## src/rtl/hpv_pkg.sv

```systemverilog
package hpv_pkg;
   typedef enum logic [1:0] {
      OP_READ  = 2'd0,
      OP_WRITE = 2'd1,
      OP_EVICT = 2'd2
   } op_e;

   typedef enum logic {
      ST_IDLE = 1'b0,
      ST_SWAP = 1'b1
   } set_state_e;
endpackage

```

## src/rtl/hpv_lfsr.sv

```systemverilog
module hpv_lfsr #(
   parameter int unsigned W = 4,
   parameter logic [W-1:0] TAPS = 4'b1100
) (
   input  logic         clk,
   input  logic         rst_n,
   output logic [W-1:0] state_o
);
   if (W < 2) begin : g_bad_width
      $error("hpv_lfsr needs W >= 2");
   end

   always_ff @(posedge clk) begin
      if (!rst_n) state_o <= W'(1);
      else        state_o <= {state_o[W-2:0], ^(state_o & TAPS)};
   end
endmodule

```

## src/rtl/hpv_sharer_reduce.sv

```systemverilog
module hpv_sharer_reduce #(
   parameter int unsigned NODES  = 16,
   parameter int unsigned NODE_W = 4,
   parameter int unsigned CNT_W  = 5
) (
   input  logic [NODES-1:0]  vec_i,
   input  logic [NODE_W-1:0] rnd_i,
   output logic [CNT_W-1:0]  count_o,
   output logic [NODE_W-1:0] lowest_o,
   output logic [NODE_W-1:0] pick_o
);
   always_comb begin
      count_o  = '0;
      lowest_o = '0;
      for (int i = NODES - 1; i >= 0; i--) begin
         if (vec_i[i]) begin
            count_o  = count_o + CNT_W'(1);
            lowest_o = NODE_W'(i);
         end
      end
      if (int'(rnd_i) < NODES && vec_i[rnd_i]) pick_o = rnd_i;
      else                                     pick_o = lowest_o;
   end
endmodule

```

## src/rtl/hpv_tag_match.sv

```systemverilog
module hpv_tag_match #(
   parameter int unsigned N     = 6,
   parameter int unsigned TAG_W = 8,
   parameter int unsigned IDX_W = (N > 1) ? $clog2(N) : 1
) (
   input  logic [N-1:0]       valid_i,
   input  logic [N*TAG_W-1:0] tags_i,
   input  logic [TAG_W-1:0]   key_i,
   output logic [N-1:0]       hit_o,
   output logic               any_o,
   output logic [IDX_W-1:0]   idx_o
);
   for (genvar i = 0; i < N; i++) begin : g_cmp
      assign hit_o[i] = valid_i[i] && (tags_i[i*TAG_W +: TAG_W] == key_i);
   end

   always_comb begin
      idx_o = '0;
      for (int i = N - 1; i >= 0; i--) begin
         if (hit_o[i]) idx_o = IDX_W'(i);
      end
   end
   assign any_o = |hit_o;
endmodule

```

## src/rtl/hpv_dir_set.sv

```systemverilog
module hpv_dir_set
   import hpv_pkg::*;
#(
   parameter int unsigned NODES     = 16,
   parameter int unsigned NPTR      = 6,
   parameter int unsigned NVEC      = 2,
   parameter int unsigned TAG_W     = 8,
   parameter int unsigned THR_W     = 5,
   parameter int unsigned LFSR_TAPS = 'hC
) (
   input  logic                     clk,
   input  logic                     rst_n,
   input  logic [THR_W-1:0]         cfg_thresh,
   input  logic                     req_valid,
   output logic                     req_ready,
   input  logic [1:0]               req_op,
   input  logic [TAG_W-1:0]         req_tag,
   input  logic [$clog2(NODES)-1:0] req_node,
   output logic                     inv_valid,
   output logic [NODES-1:0]         inv_mask,
   output logic                     inv_all
);
   localparam int unsigned NODE_W = $clog2(NODES);
   localparam int unsigned CNT_W  = NODE_W + 1;
   localparam int unsigned PIDX_W = $clog2(NPTR);
   localparam int unsigned VIDX_W = (NVEC > 1) ? $clog2(NVEC) : 1;

   if (NVEC != 2) begin : g_bad_nvec
      $error("recency tracking supports exactly two vector ways");
   end
   if (NPTR < 2 || NODE_W < 2) begin : g_bad_size
      $error("need at least two pointer ways and four nodes");
   end

   op_e op;
   assign op = op_e'(req_op);

   // way storage
   logic [NPTR-1:0]   p_val;
   logic [TAG_W-1:0]  p_tag [NPTR];
   logic [NODE_W-1:0] p_own [NPTR];
   logic [NPTR-1:0]   p_bc;
   logic [NVEC-1:0]   v_val;
   logic [TAG_W-1:0]  v_tag [NVEC];
   logic [NODES-1:0]  v_vec [NVEC];
   logic [VIDX_W-1:0] mru;
   logic [PIDX_W-1:0] rr;

   set_state_e        state_q;
   logic [PIDX_W-1:0] sw_p;
   logic [VIDX_W-1:0] sw_v;
   logic [NODE_W-1:0] sw_node;

   logic [NODES-1:0]  inv_mask_q;
   logic              inv_all_q;

   // lookup
   logic [NPTR*TAG_W-1:0] p_tag_flat;
   logic [NVEC*TAG_W-1:0] v_tag_flat;
   logic [NPTR-1:0]   p_hit;
   logic [NVEC-1:0]   v_hit;
   logic              p_any, v_any;
   logic [PIDX_W-1:0] p_idx;
   logic [VIDX_W-1:0] v_idx;

   for (genvar i = 0; i < NPTR; i++) begin : g_pflat
      assign p_tag_flat[i*TAG_W +: TAG_W] = p_tag[i];
   end
   for (genvar i = 0; i < NVEC; i++) begin : g_vflat
      assign v_tag_flat[i*TAG_W +: TAG_W] = v_tag[i];
   end

   hpv_tag_match #(.N(NPTR), .TAG_W(TAG_W), .IDX_W(PIDX_W)) u_pmatch (
      .valid_i(p_val), .tags_i(p_tag_flat), .key_i(req_tag),
      .hit_o(p_hit), .any_o(p_any), .idx_o(p_idx));
   hpv_tag_match #(.N(NVEC), .TAG_W(TAG_W), .IDX_W(VIDX_W)) u_vmatch (
      .valid_i(v_val), .tags_i(v_tag_flat), .key_i(req_tag),
      .hit_o(v_hit), .any_o(v_any), .idx_o(v_idx));

   // random source and per-vector reductions
   logic [NODE_W-1:0] rnd;
   hpv_lfsr #(.W(NODE_W), .TAPS(LFSR_TAPS[NODE_W-1:0])) u_lfsr (
      .clk(clk), .rst_n(rst_n), .state_o(rnd));

   logic [CNT_W-1:0]  v_cnt  [NVEC];
   logic [NODE_W-1:0] v_low  [NVEC];
   logic [NODE_W-1:0] v_pick [NVEC];
   for (genvar i = 0; i < NVEC; i++) begin : g_red
      hpv_sharer_reduce #(.NODES(NODES), .NODE_W(NODE_W), .CNT_W(CNT_W)) u_red (
         .vec_i(v_vec[i]), .rnd_i(rnd),
         .count_o(v_cnt[i]), .lowest_o(v_low[i]), .pick_o(v_pick[i]));
   end

   // free pointer way and swap target choice
   logic              p_free_any;
   logic [PIDX_W-1:0] p_free_idx;
   logic [VIDX_W-1:0] v_choice;
   logic              v_free_any, v_one_any;
   logic [VIDX_W-1:0] v_free_idx, v_one_idx;

   always_comb begin
      p_free_any = ~&p_val;
      p_free_idx = '0;
      for (int i = NPTR - 1; i >= 0; i--) begin
         if (!p_val[i]) p_free_idx = PIDX_W'(i);
      end
      v_free_any = 1'b0; v_free_idx = '0;
      v_one_any  = 1'b0; v_one_idx  = '0;
      for (int i = NVEC - 1; i >= 0; i--) begin
         if (!v_val[i]) begin
            v_free_any = 1'b1; v_free_idx = VIDX_W'(i);
         end
         if (v_val[i] && v_cnt[i] == CNT_W'(1)) begin
            v_one_any = 1'b1; v_one_idx = VIDX_W'(i);
         end
      end
      if (v_free_any)     v_choice = v_free_idx;
      else if (v_one_any) v_choice = v_one_idx;
      else                v_choice = ~mru;
   end

   logic [NODES-1:0] nbit, obit;
   logic             sw_start, sw_multi, sw_up;
   assign nbit     = NODES'(1) << req_node;
   assign obit     = NODES'(1) << p_own[p_idx];
   assign sw_start = (op == OP_READ) && !v_any && p_any && !p_bc[p_idx]
                     && (p_own[p_idx] != req_node);
   assign sw_multi = v_val[sw_v] && (v_cnt[sw_v] > CNT_W'(1));
   assign sw_up    = sw_multi && (int'(v_cnt[sw_v]) > int'(cfg_thresh));

   assign req_ready = (state_q == ST_IDLE);

   always_ff @(posedge clk) begin
      if (!rst_n) begin
         p_val <= '0; p_bc <= '0; v_val <= '0;
         for (int i = 0; i < NPTR; i++) begin
            p_tag[i] <= '0; p_own[i] <= '0;
         end
         for (int i = 0; i < NVEC; i++) begin
            v_tag[i] <= '0; v_vec[i] <= '0;
         end
         mru <= '0; rr <= '0; state_q <= ST_IDLE;
         sw_p <= '0; sw_v <= '0; sw_node <= '0;
         inv_mask_q <= '0; inv_all_q <= 1'b0;
      end else begin
         inv_mask_q <= '0;
         inv_all_q  <= 1'b0;
         if (state_q == ST_SWAP) begin
            state_q        <= ST_IDLE;
            mru            <= sw_v;
            p_val[sw_p]    <= v_val[sw_v];
            p_tag[sw_p]    <= v_tag[sw_v];
            p_bc[sw_p]     <= sw_up;
            if (sw_multi && !sw_up) begin
               p_own[sw_p] <= v_pick[sw_v];
               inv_mask_q  <= v_vec[sw_v] & ~(NODES'(1) << v_pick[sw_v]);
            end else begin
               p_own[sw_p] <= v_low[sw_v];
            end
            v_val[sw_v] <= 1'b1;
            v_tag[sw_v] <= p_tag[sw_p];
            v_vec[sw_v] <= (NODES'(1) << p_own[sw_p]) | (NODES'(1) << sw_node);
         end else if (req_valid) begin
            if (v_any) begin
               mru <= v_idx;
               unique case (op)
                  OP_READ:  v_vec[v_idx] <= v_vec[v_idx] | nbit;
                  OP_WRITE: begin
                     v_vec[v_idx] <= nbit;
                     inv_mask_q   <= v_vec[v_idx] & ~nbit;
                  end
                  default: begin
                     v_val[v_idx] <= 1'b0;
                     v_vec[v_idx] <= '0;
                     inv_mask_q   <= v_vec[v_idx];
                  end
               endcase
            end else if (p_any) begin
               unique case (op)
                  OP_READ: if (sw_start) begin
                     state_q <= ST_SWAP;
                     sw_p    <= p_idx;
                     sw_v    <= v_choice;
                     sw_node <= req_node;
                  end
                  OP_WRITE: begin
                     if (p_bc[p_idx]) begin
                        inv_all_q  <= 1'b1;
                        inv_mask_q <= ~nbit;
                     end else begin
                        inv_mask_q <= obit & ~nbit;
                     end
                     p_own[p_idx] <= req_node;
                     p_bc[p_idx]  <= 1'b0;
                  end
                  default: begin
                     p_val[p_idx] <= 1'b0;
                     inv_all_q    <= p_bc[p_idx];
                     inv_mask_q   <= p_bc[p_idx] ? '1 : obit;
                  end
               endcase
            end else if (op != OP_EVICT) begin
               if (p_free_any) begin
                  p_val[p_free_idx] <= 1'b1;
                  p_tag[p_free_idx] <= req_tag;
                  p_own[p_free_idx] <= req_node;
                  p_bc[p_free_idx]  <= 1'b0;
               end else begin
                  inv_all_q  <= p_bc[rr];
                  inv_mask_q <= p_bc[rr] ? '1 : (NODES'(1) << p_own[rr]);
                  p_tag[rr]  <= req_tag;
                  p_own[rr]  <= req_node;
                  p_bc[rr]   <= 1'b0;
                  rr         <= (rr == PIDX_W'(NPTR - 1)) ? '0 : rr + PIDX_W'(1);
               end
            end
         end
      end
   end

   assign inv_mask  = inv_mask_q;
   assign inv_all   = inv_all_q;
   assign inv_valid = |inv_mask_q;

   // checks
   assert_unique_hit_R2: assert property (@(posedge clk) disable iff (!rst_n)
      $onehot0({p_hit, v_hit}));

   assert_swap_single_stall_R7: assert property (@(posedge clk) disable iff (!rst_n)
      !req_ready |=> req_ready);

   assert_swap_raises_busy_R7: assert property (@(posedge clk) disable iff (!rst_n)
      (req_valid && req_ready && sw_start) |=> !req_ready);

   assert_miss_no_stall_R2: assert property (@(posedge clk) disable iff (!rst_n)
      (req_valid && req_ready && !p_any && !v_any) |=> req_ready);

   assert_bcast_wide_R5: assert property (@(posedge clk) disable iff (!rst_n)
      inv_all |-> ($countones(inv_mask) >= NODES - 1));

   assert_trim_keeps_one_R11: assert property (@(posedge clk) disable iff (!rst_n)
      (state_q == ST_SWAP && sw_multi && !sw_up)
      |=> ($countones(inv_mask) == int'($past(v_cnt[sw_v])) - 1));

   for (genvar i = 0; i < NVEC; i++) begin : g_vchk
      assert_vec_nonempty_R3: assert property (@(posedge clk) disable iff (!rst_n)
         v_val[i] |-> (v_vec[i] != '0));
   end
endmodule

```

## config.mk

```make
export PLATFORM = sky130hd
export DESIGN_NAME = hpv_dir_set
export DESIGN_NICKNAME = d
export VERILOG_FILES = /design/src/rtl/hpv_pkg.sv /design/src/rtl/hpv_lfsr.sv /design/src/rtl/hpv_sharer_reduce.sv /design/src/rtl/hpv_tag_match.sv /design/src/rtl/hpv_dir_set.sv
export SDC_FILE = /design/constraint.sdc
export NUM_CORES = 1
export LEC_CHECK = 0
export ABC_CLOCK_PERIOD_IN_PS = 9600
export BUFFER_PORTS_ARGS = -buffer_cell sky130_fd_sc_hd__buf_4
export CAP_MARGIN = 10
export CORE_MARGIN = 5
export CORE_UTILIZATION = 25
export DETAILED_ROUTE_END_ITERATION = 8
export GPL_TIMING_DRIVEN = 0
export PLACE_DENSITY = 0.45
export SLEW_MARGIN = 10
export SYNTH_ARGS = -nofsm -noshare
export SYNTH_HDL_FRONTEND = slang
export SYNTH_SLANG_ARGS = --single-unit
export TNS_END_PERCENT = 30
```

## constraint.sdc

```tcl
create_clock -name clk -period 9.6 [get_ports clk]
set_input_delay 0.96 -clock clk [delete_from_list [all_inputs] [get_ports clk]]
set_output_delay 0.96 -clock clk [all_outputs]
set_load 0.03 [all_outputs]
```

**Yosys cells after proc, flatten, opt, wreduce, memory -nomap -nowiden**

Memory sizes are Yosys's and may differ from the RTL's. A register that Yosys moved wholly into a read port is not among the register bits.
Cells that the tools add are included.

- Bits in writable memories: 120
- Bits of input ports: 22
- Word-level logic and storage cells: 427
- Bits in registers: 48
- Memories: 4
- Output and inout port bits: 19

- Reductions and logical operators: 54
- Equal/unequal tests: 19
- $lt $le $gt $ge: 16
- Muxes and demuxes: 256
- Add/subtract/negate cells: 31
- Shifts and indexed selects: 6
- Bitwise logic cells: 29

Memory list:

| memory | words | bits a word | read ports | clocked after Yosys merged registers in | write ports | RTL line | RTL |
|---|---|---|---|---|---|---|---|
| p_tag | 6 | 8 | 7 | 1 | 6 | hpv_dir_set.sv:40 | `logic [TAG_W-1:0] p_tag [NPTR];` |
| v_vec | 2 | 16 | 4 | 1 | 2 | hpv_dir_set.sv:45 | `logic [NODES-1:0] v_vec [NVEC];` |
| p_own | 6 | 4 | 3 | 2 | 6 | hpv_dir_set.sv:41 | `logic [NODE_W-1:0] p_own [NPTR];` |
| v_tag | 2 | 8 | 3 | 1 | 2 | hpv_dir_set.sv:44 | `logic [TAG_W-1:0] v_tag [NVEC];` |

Operators with widths:

| kind | count |
|---|---|
| $mux W16 | 14 |
| $mux W4 | 45 |
| $mux W5 | 33 |
| $add A5 B1 Y5 const B | 28 |
| $mux W1 | 101 |
| $shl A1 B4 Y16 const A | 6 |
| $mux W6 | 14 |
| $mux W3 | 26 |
| $eq A8 B8 Y1 | 8 |
| $pmux W16 S2 | 2 |
| $and A16 B16 Y16 | 3 |
| $reduce_or A16 Y1 | 3 |
| $mux W8 | 4 |
| $not A16 Y16 | 2 |
| $or A16 B16 Y16 | 2 |
| $reduce_or A8 Y1 | 4 |
| $and A6 B6 Y6 | 4 |
| $logic_and A1 B1 Y1 | 23 |
| $not A6 Y6 | 3 |
| $lt A3 B4 Y1 const B | 4 |
| $reduce_or A4 Y1 | 4 |
| $bwmux W6 | 2 |
| $demux W1 S3 | 4 |
| $ge A3 B1 Y1 const B | 4 |
| 43 further kinds | 68 |

**Depth between registers and ports, before layout**

Gate-level depths: netlist (run 1).
An unclocked memory read counts as a cell.

- Depth in word-level cells: 50
- Gate-level depth with buffers: 57
- Gate-level depth less buffers: 55

**By module**

Synthesis (run 1) repeated with hierarchy kept, for this count alone.

- Cell total of the unflattened synthesis: 1,968
- Area, all modules: 17,832.1 µm²

Modules (own cells, without submodules):

| module | instances | cells an instance | area an instance (µm²) | sequential area each (µm²) |
|---|---|---|---|---|
| hpv_dir_set | 1 | 1,190 | 11,830.1 | 5,345.1 |
| hpv_sharer_reduce | 2 | 327 | 2,496.1 | 0.0 |
| hpv_tag_match at u_pmatch | 1 | 89 | 699.4 | 0.0 |
| hpv_tag_match at u_vmatch | 1 | 26 | 197.7 | 0.0 |
| hpv_lfsr | 1 | 9 | 112.6 | 80.1 |

**Worst setup path after synthesis (run 1)**

No wires, ideal clock.

- Path kind: register -> register
- From: memory v_vec[1][14]
- To: memory p_own[5][1], data pin
- Setup time: 282 ps
- Cell stages (with the launch flop): 51
- Path buffers: 1
- Path slack: 48 ps
- Arrival: 9,270 ps
- Required time: 9,318 ps
- Cell sequence: edfxtp_1 -> inv_1 -> ha_1 -> buf_4 -> xor2_1 -> ha_1 -> xnor2_1 -> nand2_1 -> o31ai_1 -> xnor2_1 -> a21oi_1 -> ha_1 -> and2_1 -> and2_1 -> a211o_1 -> a21oi_1 -> mux2i_1 -> inv_1 -> (+15 left out) -> nand2_1 -> xor2_1 -> xnor2_1 -> or4_1 -> nand4_1 -> a21o_1 -> nor2_1 -> a21o_1 -> mux2i_1 -> nor2_1 -> ha_1 -> nor2b_1 -> o22ai_1 -> nand2_1 -> o21bai_1 -> o31ai_4 -> mux2i_1 -> nand2_1

RTL lines:

| item | RTL line |
|---|---|
| start, declared | hpv_dir_set.sv:45 |
| end, declared | hpv_dir_set.sv:41 |

==> results of run 1 <==
## worst max-delay path, delay by kind of cell, from the launching register on
kind | cells | cell delay, ns
AND/OR/NAND/NOR | 18 | 2.04
flip-flops | 1 | 0.38
AO/OA/AOI/OAI | 13 | 2.25
adder cells (fa/ha/maj) | 7 | 1.94
multiplexers | 4 | 0.75
XOR/XNOR | 7 | 1.31
buffers and inverters | 8 | 0.94
## registers in the layout, indices dropped and copies added (netlist names), named ones only
signal          flops
state_q             1
p_bc                6
inv_mask           16
sw_v                1
p_own              32
v_vec              32
rr                  3
p_val               6
inv_all             1
sw_node             4
v_val               2
sw_p                3
v_tag              16
u_lfsr.state_o      4
p_tag              64
mru                 1
## metrics by stage
| stage | hold slack, ns | cell area [um2] | power, mW | setup slack [ns] | setup TNS, ns |
|---|---|---|---|---|---|
| finish | 0.510 | 19900 | 2.93 | -0.321 | -11.81 |
| global route | 0.557 | 19900 | 3.09 | -0.817 | -36.30 |
| CTS | 0.513 | 19700 | 2.90 | -0.239 | -7.34 |
| detailed placement | 0.497 | 18200 | 1.95 | -2.73 | -113.17 |
| global placement | 0.494 | 18200 | 1.94 | -2.58 | -105.89 |
| floorplan | 0.453 | 16800 | 1.72 | 0.0485 | 0 |
## repair_timing
action | in CTS | in global routing
buffers inserted | 46 | 6
endpoints found under the setup margin | 54 | 54
hold endpoints to repair | 0 | 0
pin swaps | 60 | 41
resized for setup | 111 | 37
## path summary, 6_finish.rpt
| kind | slack, ns | end | cells after the start | startpoint |
|---|---|---|---|---|
| setup reg to reg | -0.32 | p_own[6][2]$_DFFE_PP_ | 57 | v_vec[1][15]$_SDFFCE_PN0P_ |
| hold reg to reg | 0.51 | v_val[1]$_SDFFE_PN0P_ | 2 | v_val[1]$_SDFFE_PN0P_ |
| setup / recovery | -0.32 | p_own[6][2]$_DFFE_PP_ | 57 | v_vec[1][15]$_SDFFCE_PN0P_ |
| hold / removal | 0.51 | v_val[1]$_SDFFE_PN0P_ | 2 | v_val[1]$_SDFFE_PN0P_ |
## layout make-up
type	count	area (um2)	area share, %
clock inverters	15	215	1.08
inverters	60	225	1.13
flip-flops and latches	199	5430	27.2
well taps	873	1090	5.48
plain buffers	123	499	2.51
clock buffers	17	425	2.14
repair buffers	83	677	3.40
multi-input cells	1523	11400	57.0
## logic make-up after synthesis
kind of cell | synth area share, %
AOI/OAI and AO/OA | 17.6
xor gates and xnor gates | 11.9
adders and majority gates | 3.04
buffers and inverters | 4.23
DFF | 32.2
muxes | 11.4
and+or+nand+nor | 19.6
## report_power, final
part           switching, mW  total (mW)  internal [mW]
clock                  0.418       0.787          0.368
combinational          0.662        1.17          0.509
sequential            0.0247       0.971          0.946
total                   1.11        2.93           1.82
## routing by layer
layer | vias up | global-route usage [%]
li1 | 7205 | -
met1 | 7508 | 22.2
met2 | 489 | 26.1
met3 | 81 | 1.95
met4 | 0 | 6.14
met5 | - | 0
## cells in the final DEF (no fill, tap or decap), drive strengths merged, types with 16 or more instances in the layout
| cell type | netlist | layout |
|---|---|---|
| nand4 | 18 | 18 |
| mux4 | 40 | 40 |
| nor2 | 215 | 215 |
| and2 | 30 | 30 |
| nor3 | 50 | 50 |
| mux2i | 88 | 88 |
| ha | 41 | 41 |
| a31oi | 17 | 17 |
| clkbuf | 106 | 122 |
| nor2b | 40 | 40 |
| edfxtp | 144 | 144 |
| nand2b | 30 | 30 |
| dfxtp | 55 | 55 |
| o221ai | 21 | 21 |
| a211oi | 16 | 16 |
| nand2 | 184 | 184 |
| xor2 | 52 | 52 |
| xnor2 | 122 | 122 |
| nand3 | 54 | 54 |
| nor4 | 20 | 20 |
| buf | 19 | 101 |
| o22ai | 27 | 27 |
| a21oi | 141 | 141 |
| inv | 58 | 69 |
| a221oi | 20 | 20 |
| o21ai | 76 | 76 |
==> metrics.md, run 1 <==
| Metric | Value |
|---|---|
| DR top layer | `met4` |
| Top FF cell, synth | `edfxtp_1` |
| Fmax | `0.101 GHz` |
| # diodes | `0` |
| Synth top area cells | `edfxtp_1, dfxtp_1, xnor2_1, mux4_2, mux2i_1` |
| WL per Instance | `21.3 um` |
| Gpl congestion | `0.996` |
| Root buffer cell | `clkbuf_16` |
| First-pass GRT wire length | `92000 um` |
| CP max stage cell | `edfxtp_1` |
| Hold buffer count at CTS | `0` |
| Yosys warns | `0` |
| Fin. Hold Viols | `0` |
| Asr flop ratio synth | `0%` |
| Fin worst setup slack | `-0.321 ns` |
| Pre-Repair DR Iteration Count | `6` |
| Required @ worst endpoint | `9.83 ns` |
| Routed WL | `61500 um` |
| I/O pins | `41` |
| DRT met1 WL | `28100 um` |
| Starting Density | `25.1%` |
| Layout fillers | `7056` |
| Syn_area_per_cell | `8.84 um2` |
| Post-DP HPWL | `48400 um` |
| Layout cell share with drive strength beyond 1 | `15.6%` |
| Seq/Total Area, Yosys | `32.2%` |
| Worst slew margin | `18.5%` |
| Worst stage delay on the critical path | `0.38 ns` |
| Peak fanout along the critical path | `6` |
| Vias | `15300` |
| Clock Latency Late Sink | `0.50 ns` |
| Fin nets | `2070` |
| Most frequent cell after synthesis | `nor2_1` |
| Peak VDD IR | `0.120 mV` |
| CTS clock-pin slew for the worst setup and hold paths | `0.09 ns` |
| Buffers on Ports | `28` |
| H-tree lvl count | `4` |
| Largest net degree at the start of global routing | `25` |
| DR vias/cell | `5.28` |
| Hold Path Class | `reg2reg` |
| Synth top cells by count | `nor2_1, nand2_1, edfxtp_1` |
| Period utilization | `103%` |
| Crit path capture type | `flop` |
| Clock sinks | `199` |
| Post-layout util | `29.7%` |
| Finished Layout Cells | `2893` |
| Worst Setup Start Kind | `flop` |
| Clk buf depth | `2` |
| Grt total ovfl | `0` |
| Post-Syn Area | `0.0168 mm2` |
| Chip Width | `270 um` |
| Number of global-route vias before repair | `14900` |
| Met3 wire length | `3140 um` |
| # DRC | `0` |
| CTS tree | `done` |
| Critical path class | `reg2reg` |
| Cells after Synth | `1907` |
| Share of the synthesized area in the top cell type | `25.7%` |
| Number of synthesized flops with an enable pin | `144` |
| Final setup viols | `48` |
| Die area | `0.0727 mm2` |
| Setup repair after global routing missed its margin | `true` |
| Maxcap violations | `0` |
| Synth Register Bits | `199` |
| Status | `complete, but fails checks` |
| Syn Nets | `1970` |
| Total global routing track utilization | `16.2%` |
| Cell taking the most area after synthesis | `edfxtp_1` |
| TritonCTS buffer count | `17` |
| Max Slew Vio Count | `0` |
| Placed cell count | `2811` |
| Die Y | `270 um` |
| Met2 WL | `28300 um` |
| Crit path time final | `9.92 ns` |
| Failing checks | `negative setup slack` |
| Iter 0 DRT Violations | `1511` |
| Pleak | `6.71 nW` |
| Core area | `0.0670 mm2` |
| Layout area overhead | `18.2%` |
| Count of unique library cells instantiated by Yosys | `90` |
| Worst slew pin tran | `1.22 ns` |
| Row cnt | `95` |
| Post-route ant nets | `0` |
| Initial antenna violation count | `0` |
| Power Density | `147 mW/mm2` |
| Crit path DAT | `10.15 ns` |
| Clock Skew | `0.0229 ns` |
No activity file was read; power rests on OpenSTA's default activity.
==> inputs of run 2 (changes only) <==
--- a/config.mk
+++ b/config.mk
@@ -8,11 +8,14 @@
 export ABC_CLOCK_PERIOD_IN_PS = 9600
 export BUFFER_PORTS_ARGS = -buffer_cell sky130_fd_sc_hd__buf_4
 export CAP_MARGIN = 10
+export CELL_PAD_IN_SITES_DETAIL_PLACEMENT = 0
+export CELL_PAD_IN_SITES_GLOBAL_PLACEMENT = 1
 export CORE_MARGIN = 5
 export CORE_UTILIZATION = 25
 export DETAILED_ROUTE_END_ITERATION = 8
 export GPL_TIMING_DRIVEN = 0
-export PLACE_DENSITY = 0.45
+export PLACE_DENSITY = 0.53
+export SKIP_LAST_GASP = 1
 export SLEW_MARGIN = 10
 export SYNTH_ARGS = -nofsm -noshare
 export SYNTH_HDL_FRONTEND = slang
==> run 2 against run 1 <==
- the flow still finishes with violations (negative setup slack)
- final cell count is 0.48% higher
- cell area up 0.63%
- via count decreased by 0.62%
- global-route usage is 0.60 points higher
- non-clock buffer count rose by 14
- largest power group unchanged
- register-to-register slack better by 0.06 ns
- clock-buffer cell count did not move
==> metrics.md, run 2 (synthesized netlist as in run 1, its figures left out) <==
| Metric | Value |
|---|---|
| Status | `complete, but fails checks` |
| Failing checks | `negative setup slack` |
| Die area | `0.0727 mm2 (unchanged)` |
| Maxcap violations | `0 (unchanged)` |
| Layout area overhead | `19.0%` |
| Met2 WL | `29800 um (+5.6%)` |
| Crit path capture type | `flop` |
| DR top layer | `met4` |
| R2R depth | `52 (-8.8%)` |
| HP Start | `v_val[1]$_SDFFE_PN0P_` |
| Pre-Repair DR Iteration Count | `5 (-1)` |
| CTS tree | `done` |
| DRT met1 WL | `28900 um (+2.7%)` |
| Power Density | `148 mW/mm2 (+0.50%)` |
| Iter 0 DRT Violations | `1114 (-26%)` |
| H-tree lvl count | `4 (unchanged)` |
| R2R Setup Slk | `-0.26 ns (+0.06 ns)` |
| Hold endpoint | `v_val[1]$_SDFFE_PN0P_` |
| Core area | `0.0670 mm2 (unchanged)` |
| DR vias/cell | `5.22 (-1.1%)` |
| Critical path class | `reg2reg` |
| Final setup viols | `51 (+6.3%)` |
| Fin worst setup slack | `-0.258 ns (+0.0633 ns)` |
| Worst slew pin tran | `1.08 ns (-0.139 ns)` |
| Worst Setup Start Kind | `flop` |
| Max reg flops | `64 (unchanged)` |
| Hold Path Class | `reg2reg` |
| Setup repair after global routing missed its margin | `true` |
| Initial antenna violation count | `0 (unchanged)` |
| Reg2reg start | `v_vec[1][15]$_SDFFCE_PN0P_` |
| Post-route ant nets | `0 (unchanged)` |
| Fin. Hold Viols | `0 (unchanged)` |
| Met3 wire length | `2640 um (-16%)` |
| CTS clock-pin slew for the worst setup and hold paths | `0.08 ns (about the same)` |
| Commonest non-fill, non-tap cells in the layout | `nor2_1, nand2_1, edfxtp_1` |
| Gpl congestion | `0.916 (-8.0%)` |
| Hold buffer count at CTS | `0 (unchanged)` |
| Buffers on Ports | `28 (unchanged)` |
| Fin nets | `2084 (+0.68%)` |
| Hold Path Stages | `2 (unchanged)` |
| Grt total ovfl | `0 (unchanged)` |
| I/O pins | `41 (unchanged)` |
| Required @ worst endpoint | `9.84 ns (about the same)` |
| Vias | `15200 (-0.62%)` |
| Period utilization | `103% (-0.66 points)` |
| Clock sinks | `199 (unchanged)` |
| Peak VDD IR | `0.128 mV (+7.3%)` |
| Largest regs | `p_tag (64), p_own (32), v_vec (32)` |
| Clk buf depth | `2 (unchanged)` |
| Routed WL | `62900 um (+2.2%)` |
| Worst slew margin | `27.0% (+8.4 points)` |
| Fmax | `0.101 GHz (+0.64%)` |
| Die Y | `270 um (unchanged)` |
| Clock Skew | `0.0183 ns (-0.00460 ns)` |
| Largest net degree at the start of global routing | `25 (unchanged)` |
| Max Slew Vio Count | `0 (unchanged)` |
| Crit path DAT | `10.09 ns (-0.06 ns)` |
| Row cnt | `95 (unchanged)` |
| Crit path time final | `9.86 ns (-0.0633 ns)` |
| Root buffer cell | `clkbuf_16` |
| Clock Latency Late Sink | `0.51 ns (about the same)` |
| Chip Width | `270 um (unchanged)` |
| Worst stage delay on the critical path | `0.42 ns (+0.04 ns)` |
| Most common cell after layout, fill and taps aside | `nor2_1` |
| TritonCTS buffer count | `17 (unchanged)` |
| Layout cell share with drive strength beyond 1 | `16.0% (+0.38 points)` |
| Post-DP HPWL | `50000 um (+3.3%)` |
| First-pass GRT wire length | `93900 um (+2.1%)` |
| Worst r2r dst | `p_own[0][1]$_SDFFCE_PN0P_` |
| CP max stage cell | `edfxtp_1` |
| Smallest hold slack | `0.503 ns (-0.00686 ns)` |
| Peak fanout along the critical path | `6 (unchanged)` |
| # DRC | `0 (unchanged)` |
| Most flop-heavy register | `p_tag` |
| Number of global-route vias before repair | `15100 (+1.4%)` |
| Starting Density | `25.1% (unchanged)` |
| Overall power | `2.96 mW (+1.1%)` |
| Post-layout util | `29.9% (+0.19 points)` |
| WL per Instance | `21.6 um (+1.7%)` |
| # diodes | `0 (unchanged)` |
| Total global routing track utilization | `16.8% (+0.60 points)` |
| Pleak | `6.80 nW (+1.3%)` |
## run 2: cell count changes in the layout (fill, tap and decap cells not counted), moves of 3 or more
cell      delta
o21ai_2      -3
a211oi_1     +4
o21ai_4      +3
a21oi_1      +3
buf_4       +12
clkinv_8     +5
nor3_1       -3
a211oi_2     -4
inv_12       -3
## run 2: critical path, delay by kind of cell, from the launching register on
kind                       cells  cell delay [ns]
DFF                            1             0.42
adders and majority gates      8             2.23
buffers and inverters          6             0.88
and+or+nand+nor               14             1.89
AOI/OAI and AO/OA             12             2.22
xor gates and xnor gates      10             1.54
muxes                          2             0.40
## run 2: what timing repair did
action,CTS,global route
pin swaps,53,34
endpoints found under the setup margin,56,54
resized for setup,106,33
cloned,0,1
buffers inserted,49,14
## run 2: metal layers
layer,global-route usage [%],vias up
met2,27.9,376
met1,22.5,7516
met5,0,-
li1,-,7229
met3,2.68,68
met4,4.93,0
## run 2: area by class of cell
type,count,area (um2)
fillers,7171,47000
multi-input cells,1523,11400
flip-flops and latches,199,5430
well taps,873,1090
repair buffers,97,792
plain buffers,123,493
clock buffers,17,425
clock inverters,15,226
inverters,60,225
## run 2: how the worst max path moves through the flow
stage	start	to	slack, ns	depth (start not counted)
after floorplan	v_vec[1][14]$_SDFFCE_PN0P_	p_own[5][1]$_DFFE_PP_	0.05	50
after global placement	v_vec[1][14]$_SDFFCE_PN0P_	p_own[5][2]$_DFFE_PP_	-2.57	55
after detailed placement	v_vec[1][14]$_SDFFCE_PN0P_	p_own[5][2]$_DFFE_PP_	-2.64	55
after CTS	v_vec[1][14]$_SDFFCE_PN0P_	p_own[0][1]$_SDFFCE_PN0P_	-0.19	56
after global routing	v_vec[1][14]$_SDFFCE_PN0P_	p_own[0][1]$_SDFFCE_PN0P_	-0.77	52
final	v_vec[1][15]$_SDFFCE_PN0P_	p_own[0][1]$_SDFFCE_PN0P_	-0.26	52
## run 2: report_power, final
group | switching, mW | total [mW] | internal (mW) | leakage (nW)
clock network | 0.417 | 0.781 | 0.364 | 0.307
logic | 0.667 | 1.21 | 0.544 | 4.59
registers | 0.0244 | 0.970 | 0.946 | 1.90
## run 2: per-stage QoR
step,setup WS [ns],cell area (um2),setup TNS (ns),cells
global route,-0.773,20000,-38.13,2907
global placement,-2.57,18200,-107.99,2808
CTS,-0.191,19700,-5.82,2891
floorplan,0.0485,16800,0,1907
detailed placement,-2.64,18200,-110.56,2812
finish,-0.258,20000,-9.92,2907
